### config.mk
export PLATFORM = sky130hd
export DESIGN_NAME = fdc_write_shifter
export DESIGN_NICKNAME = d
export VERILOG_FILES = /design/src/rtl/fdc_write_shifter.sv
export SDC_FILE = /design/constraint.sdc
export NUM_CORES = 1
export LEC_CHECK = 0
export ABC_CLOCK_PERIOD_IN_PS = 3000
export BUFFER_PORTS_ARGS = -buffer_cell sky130_fd_sc_hd__buf_2
export CAP_MARGIN = 20
export CORE_UTILIZATION = 55
export CTS_BUF_LIST = sky130_fd_sc_hd__clkbuf_4 sky130_fd_sc_hd__clkbuf_8
export DETAILED_ROUTE_END_ITERATION = 16
export PLACE_DENSITY = 0.77
export SLEW_MARGIN = 20
export SYNTH_ARGS = -nofsm -noshare
export SYNTH_HDL_FRONTEND = slang
export SYNTH_SLANG_ARGS = --single-unit
### constraint.sdc
create_clock -name clk -period 3 [get_ports clk]
set_clock_uncertainty 0.2 [all_clocks]
set_input_delay 0.15 -clock clk [delete_from_list [all_inputs] [get_ports clk]]
set_output_delay 0.15 -clock clk [all_outputs]
set_load 0.05 [all_outputs]
### src/rtl/fdc_write_shifter.sv
module fdc_write_shifter #(
  parameter int BYTE_CYC_525 = 32,
  parameter int BYTE_CYC_35  = 16,
  parameter int NIB_MAX      = 10
) (
  input  logic       clk,
  input  logic       rst_n,
  input  logic       q6,
  input  logic       q7,
  input  logic       sync_mode,
  input  logic       media35,
  input  logic       wr_stb,
  input  logic [7:0] wr_data,
  output logic       wr_bit,
  output logic       wr_en,
  output logic       buf_ready,
  output logic       underrun,
  output logic       nib_stb,
  output logic [7:0] nib_byte,
  output logic [3:0] nib_len
);
  localparam int CELL_525 = BYTE_CYC_525 / 8;
  localparam int CELL_35  = BYTE_CYC_35 / 8;
  localparam int CELL_MAX = (CELL_525 > CELL_35) ? CELL_525 : CELL_35;
  localparam int CW       = $clog2(CELL_MAX) + 1;
  localparam logic [CW-1:0] LAST_525 = CW'(CELL_525 - 1);
  localparam logic [CW-1:0] LAST_35  = CW'(CELL_35 - 1);
  localparam logic [3:0]    LEN_CAP  = 4'(NIB_MAX);

  logic          active, hold_full, fl_q;
  logic [7:0]    hold, sh;
  logic [3:0]    bits_left;
  logic [CW-1:0] cnt;

  logic wr_mode, start, cell_end, byte_end, load, stb_ok, ending;

  assign wr_mode   = q7 & q6;
  assign stb_ok    = wr_mode & wr_stb;
  assign start     = wr_mode & ~active & hold_full;
  assign cell_end  = active & (cnt == (media35 ? LAST_35 : LAST_525));
  assign byte_end  = cell_end & (bits_left == 4'd1);
  assign load      = start | (byte_end & hold_full);
  assign ending    = active & (~wr_mode | (byte_end & ~hold_full & ~sync_mode));

  assign wr_en     = active;
  assign wr_bit    = active & sh[7];
  assign buf_ready = wr_mode & ~hold_full;

  always_ff @(posedge clk) begin
    if (!rst_n) begin
      active <= 1'b0; hold_full <= 1'b0; underrun <= 1'b0;
      hold <= '0; sh <= '0; bits_left <= '0; cnt <= '0;
    end else if (!wr_mode) begin
      active <= 1'b0; hold_full <= 1'b0; underrun <= 1'b0; cnt <= '0;
    end else begin
      if (stb_ok) hold <= wr_data;
      hold_full <= (hold_full & ~load) | stb_ok;
      if (stb_ok) underrun <= 1'b0;
      else if (byte_end & ~hold_full & ~sync_mode) underrun <= 1'b1;
      if (load) begin
        sh <= hold; bits_left <= 4'd8; cnt <= '0; active <= 1'b1;
      end else if (byte_end & sync_mode) begin
        sh <= '0; bits_left <= 4'd8; cnt <= '0;
      end else if (byte_end) begin
        active <= 1'b0; cnt <= '0;
      end else if (cell_end) begin
        sh <= {sh[6:0], 1'b0}; bits_left <= bits_left - 4'd1; cnt <= '0;
      end else if (active) begin
        cnt <= cnt + 1'b1;
      end
    end
  end

  // nibble recorder: regroups the written cells as they land on the track
  logic       nopen, o_n, emit;
  logic [3:0] ncnt, c_n, ec;
  logic [7:0] ndat, d_n, eb;
  logic       samp;

  assign samp = cell_end & wr_mode;

  always_comb begin
    o_n = nopen; c_n = ncnt; d_n = ndat;
    emit = 1'b0; eb = ndat; ec = ncnt;
    if (fl_q) begin
      emit = nopen; o_n = 1'b0; c_n = '0; d_n = '0;
    end else if (samp) begin
      if (nopen && ncnt >= 4'd8 && sh[7]) begin
        emit = 1'b1; c_n = 4'd1; d_n = {7'b0, sh[7]};
      end else if (!nopen) begin
        o_n = 1'b1; c_n = 4'd1; d_n = {7'b0, sh[7]};
      end else begin
        if (ncnt < 4'd8) d_n = {ndat[6:0], sh[7]};
        if (ncnt != 4'd15) c_n = ncnt + 4'd1;
      end
    end
  end

  always_ff @(posedge clk) begin
    if (!rst_n) begin
      nopen <= 1'b0; ncnt <= '0; ndat <= '0; fl_q <= 1'b0;
      nib_stb <= 1'b0; nib_byte <= '0; nib_len <= '0;
    end else begin
      nopen <= o_n; ncnt <= c_n; ndat <= d_n;
      fl_q <= ending;
      nib_stb <= emit;
      if (emit) begin
        nib_byte <= eb | 8'h80;
        nib_len  <= (ec > LEN_CAP) ? LEN_CAP : ec;
      end
    end
  end
endmodule


Word level (Yosys, flattened, before mapping)

Index checks and enable logic that the tools add are counted.

$add $sub $neg: 3
$lt $le $gt $ge: 3
Equal/unequal tests: 7
Muxes and demuxes: 22
Bitwise gates (word level): 25
Reductions and logical operators: 14

Operator list:

| operator                                              | number |
|---|---|
| two-way mux 4 bit                                     | 8 |
| two-way mux 8 bit                                     | 4 |
| two-way mux 7 bit                                     | 3 |
| bitwise AND 1 bit                                     | 15 |
| AND reduction 2 bit                                   | 6 |
| inequality test 3 x 1 -> 1 bit, second input constant | 3 |
| inverter 1 bit                                        | 7 |
| two-way mux 1 bit                                     | 6 |
| OR reduction 6 bit                                    | 1 |
| adder 4 x 1 -> 4 bit, second input constant           | 1 |
| == test 4 x 1 -> 1 bit, second input constant         | 1 |
| >= comparator 4 bit, second input constant            | 1 |
| > comparator 4 bit, second input constant             | 1 |
| < comparator 4 bit, second input constant             | 1 |
| inequality test 4 bit, second input constant          | 1 |
| subtractor 4 x 1 -> 4 bit, second input constant      | 1 |
| adder 3 x 1 -> 3 bit, second input constant           | 1 |
| == test 3 x 2 -> 1 bit                                | 1 |
| bitwise OR 1 bit                                      | 3 |
| AND reduction 3 bit                                   | 1 |
| nonzero test 3 bit                                    | 1 |
| OR reduction 3 bit                                    | 1 |
| logical AND 1 bit                                     | 2 |
| two-way mux 2 bit                                     | 1 |
| other kinds (3)                                       | 3 |

Register bits: 52
Input bits: 15
Output and inout port bits: 17

Logic depth before layout (Yosys ltp)

Gate-level depths: netlist of run 1.

Depth after elaboration: 9
Depth in mapped cells: 8
Depth with buffers taken out: 7

Least setup slack after synthesis of run 1

Ideal clock, no wire load.

Path kind: flip-flop to flip-flop
Start point: reg active, in the netlist wr_en
End point: reg ndat[1], in the netlist eb[1]
Library setup time: 0.065 ns
Arrival: 2.078 ns
Required time: 2.735 ns
Slack: 0.657 ns
Cell stages (with the launch flop): 7
Path buffers: 2
Cells stage by stage: dfxtp_1 > clkbuf_1 > nor4b_2 > and3b_1 > clkbuf_1 > a22oi_1 > nor2_1

Longest elaborated chain between the ends: 3

RTL lines:

| element                              | line | source |
|---|---|---|
| from (decl)                          | 30   | `logic active, hold_full, fl_q;` |
| from (signal assigned)               | 51   | `active <= 1'b0; hold_full <= 1'b0; underrun <= 1'b0;` |
| from (signal assigned)               | 54   | `active <= 1'b0; hold_full <= 1'b0; underrun <= 1'b0; cnt <= '0;` |
| from (signal assigned)               | 61   | `sh <= hold; bits_left <= 4'd8; cnt <= '0; active <= 1'b1;` |
| bitwise AND 1 bit                    | 40   | `assign cell_end = active & (cnt == (media35 ? LAST_35 : LAST_525));` |
| bitwise AND 1 bit                    | 80   | `assign samp = cell_end & wr_mode;` |
| AND reduction 2 bit (no source line) | --   |  |
| to (signal assigned)                 | 104  | `nopen <= o_n; ncnt <= c_n; ndat <= d_n;` |
| to (decl)                            | 77   | `logic [7:0] ndat, d_n, eb;` |

No other way between the ends.
A chain may end at the register's enable or synchronous reset.

Worst setup path after layout of run 1

Start point: reg bits_left[0]
End point: reg bits_left[3]

Longest elaborated chain between the ends: 6

RTL lines:

| element                                                                                      | line | source |
|---|---|---|
| from (decl)                                                                                  | 32   | `logic [3:0] bits_left;` |
| from (signal assigned)                                                                       | 52   | `hold <= '0; sh <= '0; bits_left <= '0; cnt <= '0;` |
| from (signal assigned)                                                                       | 61   |  |
| from (signal assigned)                                                                       | 63   | `sh <= '0; bits_left <= 4'd8; cnt <= '0;` |
| == test 4 x 1 -> 1 bit                                                                       | 41   | `assign byte_end = cell_end & (bits_left == 4'd1);` |
| bitwise AND 1 bit                                                                            | 41   |  |
| bitwise AND 1 bit                                                                            | 42   | `assign load = start \| (byte_end & hold_full);` |
| bitwise OR 1 bit                                                                             | 42   |  |
| inequality test 3 x 1 -> 1 bit (no source line) / nonzero test 3 bit (equally long branches) | --   |  |
| AND reduction 3 bit (no source line)                                                         | --   |  |

Several ways; a longest one is shown, not always the timed one. The select of a mux whose other input is x is not followed.

==> impl_metrics.ini, run 1 <==
[route]
wl_mm = 4.298
ant_nets = 0
vias = 1776
viasPerCell = 5.498
dr.pass1.iters = 4
remaining_drc_errors = 0
drt_iter0_drc = 75
routedWlPerCell_um = 13.31

[clocking]
h-tree-depth = 2
clock_sinks = 52
cts-resized-gates = 0
cts_made_buffers = 5
root_buffer = clkbuf_8
tritoncts = yes
clkTransAtPathRegs_ns = 0.09
clock_path_buffers = 2
insertion_delay_ns = 0.30

[yosys]
synth_area_leaders = dfxtp_1 47%, nor2_1 7.7%, mux2i_1 7.6%
synthCells = 240
synth_nets = 260
netlist.area_leader.share = 0.4664
synth_top_area_cell = dfxtp_1
ys_ff_latch = 52
avgSynthCellArea_um2 = 9.301
synth_area_um2 = 2232
ys_types = 43
ys_warn_count = 0
synth_seq_area_share = 0.4664

[finish]
layout.nets = 295
area_growth_syn_to_layout_pct = 17.04
mostFrequentLayoutCells = 52 x dfxtp_1, 46 x nor2_1, 31 x buf_2
fin_cells = 323
n_antenna_cell = 0
final_area_um2 = 2613
n_fill_cell = 313
final_common_cell = dfxtp_1
drive_gt1_frac = 0.1673

[floorplanning]
start_util = 0.5919
rows = 22
die_w_um = 65.71
core_area_um2 = 3771
fp.dieH_um = 65.71
die_area_um2 = 4317
io_pins = 32

[setup_path]
worst_setup_path_start_kind = flop
critPathRequiredTime_ns = 3.00
critPathCaptureType = flop
critPathSlowestCell = or3b_2
crit_family = simple AND/OR/NAND/NOR gates
path_max_fanout = 13
crit_buf_inv = 0
crit_type = flop to flop
crit_arrival_ns = 2.67
slowest_delay_ns = 0.48
path_cells = ha_1 -> or3b_2 -> nor3_1 -> a2111o_1 -> a21oi_1 -> o221a_2

[run]
timing.max_cap.violations = 0

[pwr]
ir_drop_v = 0.0003681
power_mw = 1.307
p_leak_nw = 1.083
p_per_area_nw_per_um2 = 500.3

[timing]
holdWs_ns = 0.03526
hold_viol = 0
fin_tns_setup_ns = 0
rsz0062_at_grt = false
tightest_slew_ns = 0.7887
min_period_over_period = 0.8910
max_slew_margin = 0.4736
slew_violations = 0
finalCriticalPeriod_ns = 2.673
setup_viol = 0
max_freq_ghz = 0.3741

[outcome]
status = completed

[grt]
antenna_found_initial = 0
first_global_vias = 1689
grt_overflow = 0
track_usage = 0.2237
grt_max_degree = 24
grt_pass1_wl_mm = 7.445

[placement]
hpwlAfterDp_mm = 2.848
post_dp_cell_area_um2 = 2384
dp_cells = 306
io_buffers = 31
gp_congestion = 0.7802

[hold_path]
hp-class = input port to flop
-- where the power goes --
group	internal (mW)	switching (mW)	leakage, nW
Clock	0.328	0.217	0.0642
Sequential	0.696	0.00517	0.420
Combinational	0.0263	0.0344	0.599
Total	1.05	0.257	1.08
-- registers in the layout (all words and copies together) (netlist names), 3 cells and up --
signal     cells
cnt            3
bits_left      4
sh             8
eb             7
hold           8
ec             4
nib_len        4
nib_byte       8
-- kinds of logic after synthesis --
logic type	Yosys count	share of synthesized area
simple gates	91	0.1934
compound gates	53	0.1861
flops	52	0.4664
buf+inv	20	0.04204
mux	17	0.07623
fa+ha+maj	5	0.02803
xor+xnor	2	0.007849
-- through the flow --
step	util	setup WS [ns]
CTS	0.6928	0.3440
floorplan	-	0.6570
detailed placement	0.6321	0.3626
finish	0.6928	0.3270
global placement	0.6321	0.4560
global route	0.6928	0.1664
-- final cells by class --
cell class,instances,area (um^2),share of cell area
clock inverter,2,60.06,0.02299
clock buffer,5,68.82,0.02634
sequential,52,1041,0.3985
inverter,6,22.52,0.008621
multi-input combinational,168,1097,0.4200
timing repair buffer,42,262.8,0.1006
tap,48,60.06,0.02299
-- worst register-to-register path: stages, from the launching register on --
cell	delay (ns)
dfxtp_1	0.42
ha_1	0.20
or3b_2	0.48
nor3_1	0.47
a2111o_1	0.47
a21oi_1	0.08
o221a_2	0.26
-- Yosys cell counts (all sizes together) --
cell	n
a2111o	1
a2111oi	1
a211oi	3
a21oi	8
a221oi	7
a22oi	7
a31oi	5
a32oi	1
a41o	1
a41oi	1
and2	3
and3	1
and3b	1
buf	3
clkbuf	11
dfxtp	52
ha	5
inv	6
mux2i	17
nand2	11
nand2b	5
nand3	9
nand3b	2
nand4b	1
nor2	46
nor3	5
nor3b	3
nor4b	1
o211ai	1
o21a	1
o21ai	11
o221a	1
o31ai	2
o41ai	2
or2	1
or3	1
or3b	1
xnor2	1
xor2	1
-- repair_timing --
item / in CTS / in global routing
hold buffers: 10 / 0
endpoints found under the hold margin: 11 / 0
setup buffers: 0 / 0
-- routing by layer --
layer / wire length (um) / global-route usage
met3: 160 / 0.06597
met2: 1898 / 0.3622
met1: 2192 / 0.2882
met4: 46 / 0.05707
met5: 0 / 0
-- final timing paths --
check / cells past startpoint / to / from / slack, ns
setup / recovery: 6 / bits_left[3]$_SDFFE_PN0P_ / bits_left[0]$_SDFFE_PN0P_ / 0.33
setup reg to reg: 6 / bits_left[3]$_SDFFE_PN0P_ / bits_left[0]$_SDFFE_PN0P_ / 0.33
hold / removal: 3 / fl_q$_SDFF_PN0_ / rst_n / 0.04
hold reg to reg: 2 / nib_byte[7]$_SDFFE_PN0P_ / nib_byte[7]$_SDFFE_PN0P_ / 0.27
(Power assumes the default switching activity.)
==> inputs of run 2 (changes only) <==
--- a/config.mk
+++ b/config.mk
@@ -8,10 +8,12 @@
 export ABC_CLOCK_PERIOD_IN_PS = 3000
 export BUFFER_PORTS_ARGS = -buffer_cell sky130_fd_sc_hd__buf_2
 export CAP_MARGIN = 20
-export CORE_UTILIZATION = 55
+export CELL_PAD_IN_SITES_DETAIL_PLACEMENT = 0
+export CELL_PAD_IN_SITES_GLOBAL_PLACEMENT = 2
+export CORE_UTILIZATION = 36
 export CTS_BUF_LIST = sky130_fd_sc_hd__clkbuf_4 sky130_fd_sc_hd__clkbuf_8
 export DETAILED_ROUTE_END_ITERATION = 16
-export PLACE_DENSITY = 0.77
+export PLACE_DENSITY_LB_ADDON = 0.1
 export SLEW_MARGIN = 20
 export SYNTH_ARGS = -nofsm -noshare
 export SYNTH_HDL_FRONTEND = slang
==> run 2 against run 1 <==
Clock power fell by 9.9%. Non-clock buffer count rose by 3. Sequential power barely moved. Cell count rose by 9.6%. Critical path depth did not move. Sequential share of layout area fell by 0.64 points. Via count rose by 2.6%. Die area rose by 51%. Combinational power rose by 0.8%. Core utilization fell by 25 points. Critical endpoint unchanged. Fmax rose by 9.7%. Cell area rose by 1.6%.
==> impl_metrics.ini, run 2 (same netlist as run 1, synthesis figures left out) <==
[setup_path]
endpoint = bits_left[3]$_SDFFE_PN0P_
cp.depth = 6
r2r_start = bits_left[0]$_SDFFE_PN0P_
crit_path_start = bits_left[0]$_SDFFE_PN0P_
crit_arrival_ns = 2.44
critPathCaptureType = flop
crit_type = flop to flop
ff2ff_path_depth = 6
critPathSlowestCell = or3b_2
path_cells = ha_1 -> or3b_2 -> nor3_1 -> a2111o_1 -> a21oi_1 -> o221a_2
crit_family = simple AND/OR/NAND/NOR gates
worst_setup_path_start_kind = flop
slowest_delay_ns = 0.48
critPathRequiredTime_ns = 3.00
crit_buf_inv = 0
r2r_slack_ns = 0.56
path_max_fanout = 13
r2r-end = bits_left[3]$_SDFFE_PN0P_

[floorplanning]
die_area_um2 = 6519
start_util = 0.3748
die_w_um = 80.74
io_pins = 32
rows = 28
fp.dieH_um = 80.74
core_area_um2 = 5956

[clocking]
root_buffer = clkbuf_8
clock_path_buffers = 2
insertion_delay_ns = 0.31
clkTransAtPathRegs_ns = 0.10
clock_sinks = 52
h-tree-depth = 2
tritoncts = yes
cts_made_buffers = 5
cts-resized-gates = 0

[route]
dr.pass1.iters = 5
viasPerCell = 5.150
ant_nets = 0
wl_mm = 4.739
vias = 1823
drt_iter0_drc = 67
remaining_drc_errors = 0
routedWlPerCell_um = 13.39

[finish]
final_common_cell = dfxtp_1
n_antenna_cell = 0
mostFrequentLayoutCells = 52 x dfxtp_1, 46 x nor2_1, 31 x buf_2
largestRegisters = hold: 8 flops, nib_byte: 8 flops, sh: 8 flops
drive_gt1_frac = 0.1792
area_growth_syn_to_layout_pct = 18.95
layout.nets = 298
postLayoutCoreUtil = 0.4458

[placement]
io_buffers = 31
gp_congestion = 0.6961
hpwlAfterDp_mm = 3.166

[timing]
max_slew_margin = 0.4825
finalCriticalPeriod_ns = 2.436
min_period_over_period = 0.8120
fin_tns_setup_ns = 0
max_freq_ghz = 0.4105
hold_viol = 0
tightest_slew_ns = 0.7754
setup_viol = 0
slew_violations = 0
rsz0062_at_grt = false

[hold_path]
hp-class = input port to flop

[grt]
track_usage = 0.1586
grt_pass1_wl_mm = 8.010
first_global_vias = 1672
antenna_found_initial = 0
grt_max_degree = 24
grt_overflow = 0

[outcome]
status = completed

[pwr]
ir_drop_v = 0.0002272
p_leak_nw = 1.090
p_per_area_nw_per_um2 = 472.3

[run]
timing.max_cap.violations = 0
run 2: routing by layer:
metal / part of all wire / vias to the layer above / wire, um / GRT usage
met5: 0 / - / 0 / 0
met4: 0.012 / 0 / 57 / 0.04286
met3: 0.035 / 5 / 168 / 0.04270
met2: 0.41 / 32 / 1966 / 0.2347
met1: 0.54 / 851 / 2548 / 0.2257
li1: - / 935 / - / -
run 2: timing repair:
action                                 4_1_cts  5_1_grt
buffers inserted                             0        0
endpoints found under the hold margin       11        0
hold buffers                                10        0
run 2: cell type report:
cell class / count / area [um^2]
Fill cell: 626 / 3301
Clock buffer: 5 / 68.82
Timing Repair Buffer: 45 / 285.3
Tap cell: 75 / 93.84
Multi-Input combinational cell: 168 / 1097
Clock inverter: 3 / 46.29
Sequential cell: 52 / 1041
Inverter: 6 / 22.52
run 2: how the worst min path moves through the flow:
stage	start	end	slack, ns	cells past startpoint
6_report	rst_n	fl_q$_SDFF_PN0_	0.02	3
5_1_grt	rst_n	fl_q$_SDFF_PN0_	0.04	3
4_1_cts	rst_n	fl_q$_SDFF_PN0_	0.01	3
3_5_place_dp	wr_stb	underrun$_SDFFE_PP0P_	0.17	2
3_3_place_gp	wr_stb	underrun$_SDFFE_PP0P_	0.17	2
2_1_floorplan	wr_stb	underrun$_SDFFE_PP0P_	0.03	1
run 2: power by group:
part / leakage, nW / switching, mW / internal [mW]
Clock: 0.0548 / 0.240 / 0.252
Sequential: 0.420 / 0.00519 / 0.696
Combinational: 0.615 / 0.0347 / 0.0265
run 2: through the flow:
| step | cell area (um^2) | hold WS, ns | total power, mW | setup WS [ns] | std cells |
|---|---|---|---|---|---|
| floorplan | 2232 | 0.02931 | 0.7499 | 0.6570 | 240 |
| global placement | 2440 | 0.1731 | 0.7698 | 0.6077 | 336 |
| detailed placement | 2440 | 0.1684 | 0.7700 | 0.5630 | 336 |
| CTS | 2655 | 0.01484 | 1.281 | 0.5506 | 354 |
| global route | 2655 | 0.03733 | 1.309 | 0.3761 | 354 |
| finish | 2655 | 0.02299 | 1.254 | 0.5640 | 354 |
run 2: worst reg2reg max path: cells and delay by family, from the launching register on:
family	cells	cell delay, ns
AND/OR/NAND/NOR	2	0.77
AO/OA/AOI/OAI	3	0.77
adder cells (fa/ha/maj)	1	0.18
flip-flops	1	0.43
